## src/rtl/npc_pkg.sv

```systemverilog
package npc_pkg;
   typedef enum logic [1:0] {
      SEL_SEQ = 2'b00,
      SEL_JMP = 2'b01,
      SEL_REG = 2'b10,
      SEL_SYS = 2'b11
   } pc_sel_e;

   typedef enum logic [1:0] {
      BR_NONE = 2'b00,
      BR_LTZ  = 2'b01,
      BR_EQ   = 2'b10,
      BR_NE   = 2'b11
   } br_kind_e;
endpackage

```

## src/rtl/npc_cond.sv

```systemverilog
module npc_cond
   import npc_pkg::*;
(
   input  br_kind_e kind,
   input  logic     zero_flag,
   input  logic     neg_flag,
   output logic     taken
);
   always_comb begin
      unique case (kind)
         BR_LTZ:  taken = neg_flag;
         BR_EQ:   taken = zero_flag;
         BR_NE:   taken = ~zero_flag;
         default: taken = 1'b0;
      endcase
   end
endmodule

```

## src/rtl/npc_incr.sv

```systemverilog
module npc_incr #(
   parameter int WORD_W = 30,
   parameter int OFF_W  = 16,
   parameter bit SHARED = 1'b1
) (
   input  logic [WORD_W-1:0] pc_word,
   input  logic [OFF_W-1:0]  offset,
   input  logic              take,
   output logic [WORD_W-1:0] step_word
);
   localparam int EXT_W = WORD_W - OFF_W;

   logic [WORD_W-1:0] off_ext;
   assign off_ext = {{EXT_W{offset[OFF_W-1]}}, offset};

   if (OFF_W > WORD_W) begin : g_bad_off
      $error("npc_incr: OFF_W must not exceed WORD_W");
   end

   if (SHARED) begin : g_one_adder
      logic [WORD_W-1:0] addend;
      assign addend    = take ? off_ext : '0;
      assign step_word = pc_word + WORD_W'(1) + addend;
   end else begin : g_two_adders
      logic [WORD_W-1:0] inc_word;
      logic [WORD_W-1:0] tgt_word;
      assign inc_word  = pc_word + WORD_W'(1);
      assign tgt_word  = inc_word + off_ext;
      assign step_word = take ? tgt_word : inc_word;
   end
endmodule

```

## src/rtl/npc_select.sv

```systemverilog
module npc_select
   import npc_pkg::*;
#(
   parameter int                 ADDR_W   = 32,
   parameter int                 TGT_W    = 26,
   parameter logic [ADDR_W-3:0]  SYS_WORD = '0
) (
   input  pc_sel_e           sel,
   input  logic [ADDR_W-3:0] step_word,
   input  logic [ADDR_W-3:0] pc_word,
   input  logic [TGT_W-1:0]  tgt,
   input  logic [ADDR_W-1:0] rs,
   output logic [ADDR_W-3:0] nxt
);
   localparam int WORD_W = ADDR_W - 2;
   localparam int KEEP_W = WORD_W - TGT_W;

   if (TGT_W >= WORD_W) begin : g_bad_tgt
      $error("npc_select: TGT_W must be below the word width");
   end

   logic [WORD_W-1:0] jmp_word;
   assign jmp_word = {pc_word[WORD_W-1 -: KEEP_W], tgt};

   logic unused_rs_low;
   assign unused_rs_low = ^rs[1:0];

   always_comb begin
      unique case (sel)
         SEL_JMP: nxt = jmp_word;
         SEL_REG: nxt = rs[ADDR_W-1:2];
         SEL_SYS: nxt = SYS_WORD;
         default: nxt = step_word;
      endcase
   end
endmodule

```

## src/rtl/npc_unit.sv

```systemverilog
module npc_unit
   import npc_pkg::*;
#(
   parameter int                ADDR_W     = 32,
   parameter int                OFF_W      = 16,
   parameter int                TGT_W      = 26,
   parameter bit                SHARED_ADD = 1'b1,
   parameter logic [ADDR_W-3:0] RESET_WORD = 30'h0000_1000,
   parameter logic [ADDR_W-3:0] SYS_WORD   = 30'h0000_0020
) (
   input  logic              clk,
   input  logic              rst_n,
   input  logic [1:0]        pc_sel,
   input  logic [1:0]        br_kind,
   input  logic              alu_zero,
   input  logic              alu_neg,
   input  logic [OFF_W-1:0]  br_off,
   input  logic [TGT_W-1:0]  jmp_tgt,
   input  logic [ADDR_W-1:0] rs_val,
   output logic [ADDR_W-3:0] pc_next,
   output logic [ADDR_W-3:0] pc_q
);
   localparam int WORD_W = ADDR_W - 2;
   localparam int KEEP_W = WORD_W - TGT_W;

   if (ADDR_W < 8) begin : g_bad_addr
      $error("npc_unit: ADDR_W too small");
   end

   pc_sel_e           sel_e;
   br_kind_e          kind_e;
   logic              br_taken;
   logic [WORD_W-1:0] step_word;

   assign sel_e  = pc_sel_e'(pc_sel);
   assign kind_e = br_kind_e'(br_kind);

   npc_cond u_cond (
      .kind      (kind_e),
      .zero_flag (alu_zero),
      .neg_flag  (alu_neg),
      .taken     (br_taken)
   );

   npc_incr #(
      .WORD_W (WORD_W),
      .OFF_W  (OFF_W),
      .SHARED (SHARED_ADD)
   ) u_incr (
      .pc_word   (pc_q),
      .offset    (br_off),
      .take      (br_taken),
      .step_word (step_word)
   );

   npc_select #(
      .ADDR_W   (ADDR_W),
      .TGT_W    (TGT_W),
      .SYS_WORD (SYS_WORD)
   ) u_sel (
      .sel       (sel_e),
      .step_word (step_word),
      .pc_word   (pc_q),
      .tgt       (jmp_tgt),
      .rs        (rs_val),
      .nxt       (pc_next)
   );

   always_ff @(posedge clk) begin
      if (!rst_n) pc_q <= RESET_WORD;
      else        pc_q <= pc_next;
   end

   AST_RESET_LOAD: assert property (@(posedge clk)
      !rst_n |=> pc_q == RESET_WORD);

   AST_SEQ_STEP: assert property (@(posedge clk) disable iff (!rst_n)
      (pc_sel == 2'b00 && br_kind == 2'b00) |=> pc_q == $past(pc_q) + WORD_W'(1));

   AST_LTZ_TAKEN: assert property (@(posedge clk) disable iff (!rst_n)
      (pc_sel == 2'b00 && br_kind == 2'b01 && alu_neg)
      |=> pc_q == $past(pc_q) + WORD_W'(1) + WORD_W'($signed($past(br_off))));

   AST_EQ_MISS: assert property (@(posedge clk) disable iff (!rst_n)
      (pc_sel == 2'b00 && br_kind == 2'b10 && !alu_zero)
      |=> pc_q == $past(pc_q) + WORD_W'(1));

   AST_NE_MISS: assert property (@(posedge clk) disable iff (!rst_n)
      (pc_sel == 2'b00 && br_kind == 2'b11 && alu_zero)
      |=> pc_q == $past(pc_q) + WORD_W'(1));

   AST_JUMP_KEEP: assert property (@(posedge clk) disable iff (!rst_n)
      pc_sel == 2'b01 |=> pc_q[WORD_W-1 -: KEEP_W] == $past(pc_q[WORD_W-1 -: KEEP_W])
                          && pc_q[TGT_W-1:0] == $past(jmp_tgt));

   AST_REG_JUMP: assert property (@(posedge clk) disable iff (!rst_n)
      pc_sel == 2'b10 |=> pc_q == $past(rs_val[ADDR_W-1:2]));

   AST_SYS_ENTRY: assert property (@(posedge clk) disable iff (!rst_n)
      pc_sel == 2'b11 |=> pc_q == SYS_WORD);

   AST_LOAD_NEXT: assert property (@(posedge clk) disable iff (!rst_n)
      1'b1 |=> pc_q == $past(pc_next));
endmodule

```

## config.mk

```make
export PLATFORM = sky130hd
export DESIGN_NAME = npc_unit
export DESIGN_NICKNAME = d
export VERILOG_FILES = /design/src/rtl/npc_pkg.sv /design/src/rtl/npc_cond.sv /design/src/rtl/npc_incr.sv /design/src/rtl/npc_select.sv /design/src/rtl/npc_unit.sv
export SDC_FILE = /design/constraint.sdc
export NUM_CORES = 1
export LEC_CHECK = 0
export BUFFER_PORTS_ARGS = -buffer_cell sky130_fd_sc_hd__buf_2
export CAP_MARGIN = 10
export CORE_ASPECT_RATIO = 0.6
export CORE_MARGIN = 1
export CORE_UTILIZATION = 49
export CTS_CLUSTER_DIAMETER = 120
export CTS_CLUSTER_SIZE = 16
export DETAILED_ROUTE_END_ITERATION = 6
export GPL_ROUTABILITY_DRIVEN = 0
export PLACE_DENSITY = 0.83
export SYNTH_ARGS = -nofsm -noshare
export SYNTH_HDL_FRONTEND = slang
export SYNTH_HIERARCHICAL = 1
export SYNTH_SLANG_ARGS = --single-unit
export TNS_END_PERCENT = 20
```

## constraint.sdc

```tcl
create_clock -name clk -period 5.45 [get_ports clk]
set_clock_uncertainty 0.15 [all_clocks]
set_input_delay 1.09 -clock clk [delete_from_list [all_inputs] [get_ports clk]]
set_output_delay 1.09 -clock clk [all_outputs]
set_load 0.005 [all_outputs]
```

==> metrics.md <==
| Metric | Value |
|---|---|
| Worst Path Max Fanout | `15` |
| Outcome | `finished, final reports clean` |
| R2r setup slk | `about 2500 ps` |
| Reg area | `roughly 600 um2` |
| Vias | `roughly 3,300` |
| FMAX | `approximately 0.19 GHz` |
| DR vias/cell | `5.52` |
| Layout cells sized above 1 | `between 40% and 50%` |
| Ys Warns | `6` |
| Tmin final | `5330 ps` |
| Synth Area per Inst | `slightly below 9 um2` |
| Die extent in x | `106 um` |
| Post-synth net total | `~460` |
| Antenna Nets Post-Route | `0` |
| Max Slew Vio Count | `0` |
| Vias in the first global route | `between 3,000 and 4,000` |
| Total gr overflow | `0` |
| Main flop type after synthesis | `dfxtp_1` |
| Clock sinks | `30` |
| Clock root cell | `clkbuf_8` |
| Fill cell count | `slightly below 500` |
| EDFF count, synth | `0` |
| Core area | `around 6200 um2` |
| Slew Limit Headroom | `a little under a third` |
| Wirelength, routed | `between 9000 and 10,000 um` |
| Cell count after synthesis | `365` |
| Seq/Total Area, Yosys | `18.8%` |
| Flops & latches, synth | `30` |
| Drt first pass iters | `6` |
| Critical path required time | `4210 ps` |
| Multi-input logic area | `~2600 um2` |
| Final setup fails | `0` |
| # DRC | `0` |
| Area share of the largest cell type after synthesis | `18.8%` |
| CTS tree | `done` |
| RSZ-0062 raised after global routing | `yes` |
| Final Hold Fails | `0` |
| Commonest cells in the synthesized netlist | `and2_1, mux2i_1, dfxtp_1` |
| Critical Path Source Type | `primary input` |
| Cell Area, Synth | `approximately 3200 um2` |
| Leak | `roughly 2.2 nW` |
| Starting Density | `between 50 and 60%` |
| Worst Path Class, Setup | `in -> out` |
| Largest regs | `pc_q (30)` |
| First-pass GRT wire length | `between 10,000 and 15,000 um` |
| ANT cells | `0` |
| Synth top area cells | `dfxtp_1, mux2i_1, and2_1` |
| Area leader, netlist | `dfxtp_1` |
| Gr usage total | `a little over a quarter` |
| Total Power | `approximately 840 uW` |
| Period Utilization, post-route | `a little over nine tenths` |
| Starting DRT DRC Count | `about 180` |
| TritonCTS Buffers | `5` |
| Reg2Reg Depth | `14` |
| Post-synth ARST share | `0%` |
| Worst setup margin | `116 ps` |
| Critical Path End Type | `primary output` |
| DR WL/cell | `around 16 um` |
| # rows | `22` |
| Worst reg2reg startpoint | `pc_q[0]` |
| Worst r2r dst | `pc_q[24]` |
| P&R area growth vs syn | `35.3%` |
| Worst Tran Pin Value | `between 1000 and 1500 ps` |
| Largest net degree at the start of global routing | `33` |
| Worst-Skew Late Latency | `280 ps` |
| # IOs | `approximately 140` |
| Die ar. | `between 6000 and 7000 um2` |
| Worst hold stages | `3` |
| Die Ht | `about 64 um` |
| Initial antenna violation count | `0` |
| Largest Register | `pc_q` |
| P per Cell Area | `~190 nW/um2` |
| Worst Path Arrival | `just over 4000 ps` |
| I/O Buffers | `approximately 140` |
| Clk slew on worst S/H paths | `60 ps` |
| Post-DP HPWL | `between 6000 and 7000 um` |
| Worst vdd ir | `0.133 mV` |
| WHS Endpoint | `pc_q[28]` |
| Max reg flops | `30` |
| Worst Hold Class | `reg -> reg` |
| H-tree Lvls | `2` |
| Max clock buf depth | `2` |
| Worst slack, placed | `-24.2 ps` |
| Synth unique cells | `61` |
| Top-count cell post-synth | `and2_1` |
| Hold Crit Start | `pc_q[28]` |
| Nets | `about 600` |
| Max-Cap Viols | `0` |
-- area by class of cell --
type / instances / share of cell area, %
multi-input cells: 300 / 59.9
clock buffers: 8 / 2.55
well taps: 84 / 2.44
inverters: 6 / 0.522
repair buffers: 163 / 20.7
flip-flops and latches: 30 / 13.9
-- placed cells by master, fill, tap and decap left out, types with 4 or more instances in the layout --
cell and instances:
a21o_1 6, a21oi_1 7, and2_1 42, and3_1 6
buf_2 139, buf_4 22, clkbuf_8 8, dfxtp_1 30
ha_1 6, ha_4 6, inv_1 6, mux2i_1 41
nand2_1 18, nand2b_1 5, nand3_1 10, nand4_1 5
nor2_1 17, nor3_1 4, o21ai_0 4, o21ai_2 4
o2bb2ai_1 18, o2bb2ai_2 11, or3_1 4, xnor2_1 22
xor2_1 10
-- worst max-delay path: stages --
cell	delay (ps)
buf_2	110
xnor2_1	110
mux2i_1	150
buf_4	160
buf_12	130
and2_4	150
ha_4	200
a211o_1	300
a21oi_2	130
nor3_1	80
maj3_2	350
o21ai_4	190
mux2i_1	260
xor2_1	220
mux2i_1	90
o2bb2ai_1	210
buf_2	150
-- stage by stage --
step	utilization, %	cell area [um2]	hold WS (ps)	std cells	TNS (ps)
CTS	66.0	4090	611	586	0
detailed placement	63.9	3960	602	578	-46.7
global placement	63.9	3960	560	578	0
finish	69.7	4320	640	591	0
floorplan	-	3190	599	365	0
global route	69.7	4320	695	591	-155
-- how the worst max path moves through the flow --
stage,start,endpoint,slack (ps),depth (start not counted)
detailed placement,br_kind[0],pc_next[24],-20,17
global route,br_kind[0],pc_next[29],-30,19
global placement,br_kind[0],pc_next[26],20,17
CTS,br_kind[0],pc_next[27],0.8,17
floorplan,alu_zero,pc_next[26],250,15
finish,br_kind[0],pc_next[24],120,17
-- power breakdown --
part | switching (mW) | internal [mW]
clock network | 0.0921 | 0.128
logic | 0.178 | 0.183
registers | 0.0236 | 0.236
total | 0.294 | 0.546
-- logic make-up (layout without fill, tap and decap cells) --
kind of cell | after synthesis | in the layout | synth area share, %
DFF | 30 | 30 | 18.8
xor gates and xnor gates | 32 | 32 | 8.79
muxes | 44 | 44 | 13.8
adders and majority gates | 17 | 17 | 6.83
buffers and inverters | 35 | 177 | 6.67
and+or+nand+nor | 130 | 130 | 23.3
AOI/OAI and AO/OA | 77 | 77 | 21.7
-- routing by layer --
metal  GRT usage, %  wire (um)  vias up
li1               -          -     1598
met1           37.5       4690     1518
met2           43.5       4130      134
met3           5.53        582       14
met4           7.12        114        0
met5              0          0        -
-- repair_timing --
action,in CTS,in global routing
endpoints found under the setup margin,4,14
hold buffers,0,0
gates resized for setup,4,33
pin swaps,2,21
buffers inserted,0,5
gates cloned,0,0
No activity file was read; power rests on OpenSTA's default activity.
